$ cat config.mk
export PLATFORM = sky130hd
export DESIGN_NAME = prio_nest_gate
export DESIGN_NICKNAME = d
export VERILOG_FILES = /design/src/rtl/ipstk_pkg.sv /design/src/rtl/ipstk_entry_guard.sv /design/src/rtl/ipstk_arbiter.sv /design/src/rtl/ipstk_level_reg.sv /design/src/rtl/prio_nest_gate.sv
export SDC_FILE = /design/constraint.sdc
export NUM_CORES = 1
export LEC_CHECK = 0
export ABC_AREA = 1
export CORE_ASPECT_RATIO = 0.9
export CORE_MARGIN = 4
export CORE_UTILIZATION = 43
export CTS_BUF_LIST = sky130_fd_sc_hd__clkbuf_16
export DETAILED_ROUTE_END_ITERATION = 10
export PLACE_DENSITY_LB_ADDON = 0.2
export REMOVE_ABC_BUFFERS = 1
export SLEW_MARGIN = 20
export SYNTH_ARGS = -nofsm -noshare
export SYNTH_HDL_FRONTEND = slang
export SYNTH_SLANG_ARGS = --single-unit
$ cat constraint.sdc
create_clock -name clk -period 2.2 [get_ports clk]
set_clock_uncertainty 0.1 [all_clocks]
set_input_delay 0.33 -clock clk [delete_from_list [all_inputs] [get_ports clk]]
set_output_delay 0.33 -clock clk [all_outputs]
set_load 0.005 [all_outputs]
$ cat src/rtl/ipstk_pkg.sv
package ipstk_pkg;
  typedef enum logic [1:0] {
    IPOP_HOLD   = 2'd0,
    IPOP_LOAD   = 2'd1,
    IPOP_PUSH   = 2'd2,
    IPOP_ROTATE = 2'd3
  } ipop_e;
endpackage

$ cat src/rtl/ipstk_entry_guard.sv
module ipstk_entry_guard (
  input  logic clk,
  input  logic rst,
  input  logic priv_now,
  input  logic bound_en,
  output logic blocked
);
  logic armed_q;

  // block this boundary if a privileged op ends here or armed earlier
  assign blocked = armed_q | priv_now;

  always_ff @(posedge clk) begin
    if (rst) armed_q <= 1'b0;
    else     armed_q <= (armed_q | priv_now) & ~bound_en;
  end
endmodule

$ cat src/rtl/ipstk_arbiter.sv
module ipstk_arbiter #(
  parameter int LVL_W = 2
) (
  input  logic             bound_en,
  input  logic             irq_req,
  input  logic [LVL_W-1:0] irq_lvl,
  input  logic [LVL_W-1:0] cur_lvl,
  input  logic             blocked,
  output logic             take
);
  always_comb begin
    take = bound_en & irq_req & ~blocked & (irq_lvl > cur_lvl);
  end
endmodule

$ cat src/rtl/ipstk_level_reg.sv
module ipstk_level_reg
  import ipstk_pkg::*;
#(
  parameter int LVL_W = 2,
  parameter int DEPTH = 4,
  localparam int IP_W = LVL_W * DEPTH
) (
  input  logic             clk,
  input  logic             rst,
  input  ipop_e            op,
  input  logic [LVL_W-1:0] push_lvl,
  input  logic [IP_W-1:0]  load_val,
  input  logic             take,
  input  logic [LVL_W-1:0] take_lvl,
  output logic [IP_W-1:0]  ip_q,
  output logic             take_q
);
  logic [IP_W-1:0] ip_n;

  always_comb begin
    ip_n = ip_q;
    unique case (op)
      IPOP_LOAD:   ip_n = load_val;
      IPOP_PUSH:   ip_n = {ip_q[IP_W-LVL_W-1:0], push_lvl};
      IPOP_ROTATE: ip_n = {ip_q[LVL_W-1:0], ip_q[IP_W-1:LVL_W]};
      default: begin
        if (take) ip_n = {ip_q[IP_W-LVL_W-1:0], take_lvl};
      end
    endcase
  end

  always_ff @(posedge clk) begin
    if (rst) begin
      ip_q   <= '1;
      take_q <= 1'b0;
    end else begin
      ip_q   <= ip_n;
      take_q <= take;
    end
  end
endmodule

$ cat src/rtl/prio_nest_gate.sv
module prio_nest_gate
  import ipstk_pkg::*;
#(
  parameter int LVL_W = 2,
  parameter int DEPTH = 4,
  localparam int IP_W = LVL_W * DEPTH
) (
  input  logic             clk,
  input  logic             rst,
  input  logic             push_en,
  input  logic [LVL_W-1:0] push_lvl,
  input  logic             rest_en,
  input  logic             load_en,
  input  logic [IP_W-1:0]  load_val,
  input  logic             priv_en,
  input  logic             bound_en,
  input  logic             irq_req,
  input  logic [LVL_W-1:0] irq_lvl,
  output logic [IP_W-1:0]  ip_byte,
  output logic             irq_take
);
  ipop_e op;
  logic  priv_now;
  logic  blocked;
  logic  take;

  always_comb begin
    if (load_en)      op = IPOP_LOAD;
    else if (push_en) op = IPOP_PUSH;
    else if (rest_en) op = IPOP_ROTATE;
    else              op = IPOP_HOLD;
  end

  assign priv_now = priv_en | (op != IPOP_HOLD);

  ipstk_entry_guard u_guard (
    .clk(clk), .rst(rst), .priv_now(priv_now),
    .bound_en(bound_en), .blocked(blocked)
  );

  ipstk_arbiter #(.LVL_W(LVL_W)) u_arb (
    .bound_en(bound_en), .irq_req(irq_req), .irq_lvl(irq_lvl),
    .cur_lvl(ip_byte[LVL_W-1:0]), .blocked(blocked), .take(take)
  );

  ipstk_level_reg #(.LVL_W(LVL_W), .DEPTH(DEPTH)) u_reg (
    .clk(clk), .rst(rst), .op(op), .push_lvl(push_lvl),
    .load_val(load_val), .take(take), .take_lvl(irq_lvl),
    .ip_q(ip_byte), .take_q(irq_take)
  );
endmodule

## After elaboration in Yosys (flattened, before gate mapping)

Cells that the tools add are included.

- Mux-type cells: 5
- Bitwise gates (word level): 8
- Reductions and logical operators: 2
- Equality and inequality tests: 3
- $lt $le $gt $ge: 1

Operators by type and width:

| cell | count |
|---|---|
| one-hot mux 8 bit (3 select lines) | 1 |
| 2-to-1 mux 8 bit | 1 |
| 2-to-1 mux 2 bit | 3 |
| AND 1 bit | 4 |
| equality test 2 bit (second input constant) | 2 |
| nonzero test 4 bit | 1 |
| equality test 2 x 1 -> 1 bit (second input constant) | 1 |
| > comparator 2 bit | 1 |
| NOT 1 bit | 2 |
| bitwise OR 1 bit | 2 |
| nonzero test 2 bit | 1 |

- Logic and storage cells: 22
- Output and inout bits: 9
- Input bits: 20
- Register bits: 10

## Depth between registers and ports, before layout

- Word-level depth: 11
- Gate-level depth with buffers: 10
- Depth with buffers taken out: 10

## By module

From an unflattened synthesis, not the netlist that was laid out.

- Cells, all modules: 145
- Area total of the unflattened synthesis: 820.8 um2

Modules (own cells, without submodules):

| module | area each (um2) | instances | seq. area each (um2) | cells each |
|---|---|---|---|---|
| ipstk_level_reg | 680.7 | 1 | 180.2 | 119 |
| ipstk_arbiter | 62.6 | 1 | 0.0 | 11 |
| ipstk_entry_guard | 45.0 | 1 | 20.0 | 7 |
| prio_nest_gate | 32.5 | 1 | 0.0 | 8 |

## Worst setup path before layout

No wires, ideal clock.

- Path kind: register -> register
- Start point: reg u_reg.ip_q[1]
- End point: reg u_reg.ip_q[3]
- Setup time: 0.119 ns
- Cell stages (with the launch flop): 9
- Data arrival time: 1.282 ns
- Buffers on the path: 0
- Period minus slack after synthesis: 1.501 ns
- Required time: 1.981 ns
- Path slack: 0.699 ns
- Path through: dfxtp_1 -> inv_1 -> ha_1 -> a21oi_1 -> nor2_4 -> nand2_4 -> nand2_4 -> nand2_1 -> nand3_2

- Cells in the longest elaborated chain, start to end: 3
- Elaborated cells between the ends (all ways): 5
- Those cells by class: order compare (1); mux (2); bitwise (1); reduce/logical (1)

Ends and longest elaborated chain:

| what | RTL line | text |
|---|---|---|
| start, declared | ipstk_level_reg.sv:15 | `output logic [IP_W-1:0] ip_q,` |
| start signal, assigned | ipstk_level_reg.sv:37 | `ip_q <= ip_n;` |
| > comparator 2 bit | ipstk_arbiter.sv:12 | `take = bound_en & irq_req & ~blocked & (irq_lvl > cur_lvl);` |
| AND 1 bit | ipstk_arbiter.sv:12 |  |
| nonzero test 4 bit (no source line) | n/a |  |

Parallel ways exist; a longest one is shown, timed or not. The select of a mux whose other input is x is not followed.
A chain may end at the register's enable or synchronous reset.

## Worst setup path in the final report

- Start point: in irq_lvl[0]
- End point: reg u_reg.ip_q[1]

- Cells in the longest elaborated chain, start to end: 3

Ends and longest elaborated chain:

| what | RTL line | text |
|---|---|---|
| start, declared | prio_nest_gate.sv:18 | `input logic [LVL_W-1:0] irq_lvl,` |
| > comparator 2 bit | ipstk_arbiter.sv:12 |  |
| AND 1 bit | ipstk_arbiter.sv:12 |  |
| nonzero test 4 bit (no source line) | n/a |  |

No other way between the ends.

==> results.yml <==
synth:
  synth_cell_types: 19
  ys_seq_elements: 10
  synth_area_sq_um: 656
  synthCells: 98
  ys_warn_count: 0
  synth_area_per_cell_sq_um: 6.69
  yosysSeqAreaShare: 0.305
grt:
  first_global_vias: 702
  grtUsageTotal: 0.181
  grt_pass1_wl_microns: 3020
  grt_overflow_total: 0
  antenna_found_initial: 0
  grt_max_degree: 11
finish:
  synthToLayoutAreaGrowth_pct: 57.1
  fill_cells: 119
  layout.cells.non_filler: 145
  num_antenna_cells: 0
  multi_input_area_sq_um: 393
  drive_gt1_frac: 0.115
  fin_area_sq_um: 1030
  nets: 153
  seq_area_sq_um: 200
power_and_ir_drop:
  power_frac_comb: 0.216
  p_int_mw: 0.517
  p_switching_mw: 0.160
  power_frac_seq: 0.313
  p_leak_nw: 0.504
  peakVddDrop_uv: 598
  p_clk_frac: 0.471
  switching_share: 0.237
  p_per_area_nw_per_um2: 658
placement:
  placed_area_sq_um: 951
  place.gp.congestion: 0.773
  port_buffers: 28
  dpl.cell_count: 141
  hpwl_microns: 1420
sta:
  setup_viol: 0
  final_hold_viol_count: 0
  clock.fmax_mhz: 571
  timing.setup.tns_ns: 0
  max_slew_margin: 0.839
  tightestPinTransition_ns: 0.238
  fin_crit_sh: 0.795
  period_needed_ns: 1.75
  drv_slew: 0
  rsz0062_at_grt: "false"
drt:
  num_vias: 757
  wl_microns: 1790
  wl_per_cell_microns: 12.4
  drtIter0Drc: 14
  dr.pass1.iters: 4
  final_antenna_net_count: 0
  drcViolationCount: 0
  drt-vias-per-instance: 5.22
clock_network:
  cts_setup_buffers: 0
  cts_tree: "yes"
  htree_levels: 1
  cts_buffer_depth: 2
  cts_buffers: 3
  ctsRootBufferMaster: "clkbuf_16"
  clk_latency_ns: 0.23
  cts_hold_buf: 0
  ctsResizeCount: 0
  clk_pin_slew_ns: 0.04
  cts.sinks: 10
critical_path:
  cp_data_arrival_time_ns: 1.78
  crit_buf_inv: 3
  cp_cell_sequence: "clkdlybuf4s50_1, inv_1, ha_1, nand2_1, nand3_1, nor2_4, nand2_4, nand3_1, nand2_1, clkinv_1, nand2_1"
  crit_top_cell: "nand2_1"
  crit_path_max_incr_delay_ns: 0.49
  cp_top_family: "simple AND/OR/NAND/NOR gates"
  crit_path_max_fanout: 10
  crit_type: "in -> reg"
  required_ns: 2.23
  end_kind: "flop"
  start_kind: "input port"
  cp_slowest_cell: "clkdlybuf4s50_1"
  r2r_slack_ns: 0.58
worst_hold_path:
  min_path_type: "reg -> reg"
floorplanning:
  coreArea_sq_um: 1450
  die_w_microns: 49.2
  rows: 13
  dieArea_sq_um: 2210
  initial_core_util: 0.453
  num_io_pins: 29
  die_h_microns: 45.0
run_status:
  outcome: "finished, final reports clean"
flow_run:
  max_cap_violations: 0
flip-flops by register name, indices dropped and copies added (netlist names):
name	count
u_guard.armed_q	1
u_reg.take_q	1
u_reg.ip_q	8
worst paths after layout:
check	startpoint	end	cells past startpoint
max	irq_lvl[0]	u_reg.ip_q[1]	11
max reg2reg	u_reg.ip_q[1]	u_reg.ip_q[7]	8
min	u_reg.ip_q[7]	u_reg.ip_q[7]	2
min reg2reg	u_reg.ip_q[7]	u_reg.ip_q[7]	2
synthesized netlist by cell type:
cell      instances  area, sq um
a21oi_1           6         30.0
buf_6             1         11.3
clkinv_1          1         3.75
dfxtp_1          10          200
ha_1              2         25.0
inv_1             9         33.8
inv_2             2         7.51
inv_4             1         6.26
nand2_1          33          124
nand2_4           3         33.8
nand3_1          18         90.1
nand3_2           1         10.0
nand4_1           1         6.26
nor2_1            2         7.51
nor2_4            3         33.8
o211ai_1          1         7.51
o21ai_0           2         10.0
or2_4             1         8.76
or3_1             1         6.26
cells by family (layout without fill, tap and decap cells):
group                    Yosys count  count (layout)  synth area share
buffers and inverters             14              46            0.0954
flip-flops                        10              10             0.305
AND/OR/NAND/NOR                   63              63             0.489
adder cells (fa/ha/maj)            2               2            0.0382
AO/OA/AOI/OAI                      9               9            0.0725
cell type report:
class	instances	share of cell area
Multi-Input combinational cell	74	0.382
Timing Repair Buffer	29	0.279
Sequential cell	10	0.194
Clock buffer	3	0.0729
Inverter	13	0.0498
Tap cell	15	0.0182
Clock inverter	1	0.00365
worst min-delay path, cell delays in order, from the launching register on:
cell and delay [ns]:
dfxtp_1 0.32, nand3_1 0.08, nand3_1 0.07
power groups by stage:
stage / Clock, mW / Sequential [mW] / Combinational [mW]
global route: 0.335 / 0.214 / 0.161
detailed placement: 0 / 0.214 / 0.146
finish: 0.319 / 0.212 / 0.146
global placement: 0 / 0.215 / 0.144
CTS: 0.326 / 0.211 / 0.148
floorplan: 0 / 0.212 / 0.0648
layer usage:
layer / part of all wire / vias to the layer above / global-route usage
met5: 0 / - / 0
met1: 0.46 / 346 / 0.225
met4: 0.022 / 0 / 0.102
met2: 0.46 / 23 / 0.281
li1: - / 382 / -
met3: 0.061 / 6 / 0.0561
cell usage in the layout (no fill, tap or decap):
master and instances:
nand2_1 33, clkdlybuf4s50_1 28, nand3_1 18, dfxtp_1 10, inv_1 9, a21oi_1 6
nor2_4 3, nand2_4 3, clkbuf_16 3, inv_2 2, clkinv_1 2, nor2_1 2
o21ai_0 2, ha_1 2, or2_4 1, inv_4 1, nand4_1 1, or3_1 1
o211ai_1 1, nand3_2 1, buf_4 1
stage by stage:
stage	utilization	setup slack, ns	hold WS [ns]	power [mW]
global placement	0.657	0.240	0.414	0.359
global route	0.711	0.345	0.445	0.711
detailed placement	0.657	0.199	0.417	0.361
CTS	0.711	0.442	0.433	0.685
floorplan	-	0.699	0.302	0.277
finish	0.711	0.450	0.426	0.677
(Power assumes the default switching activity.)
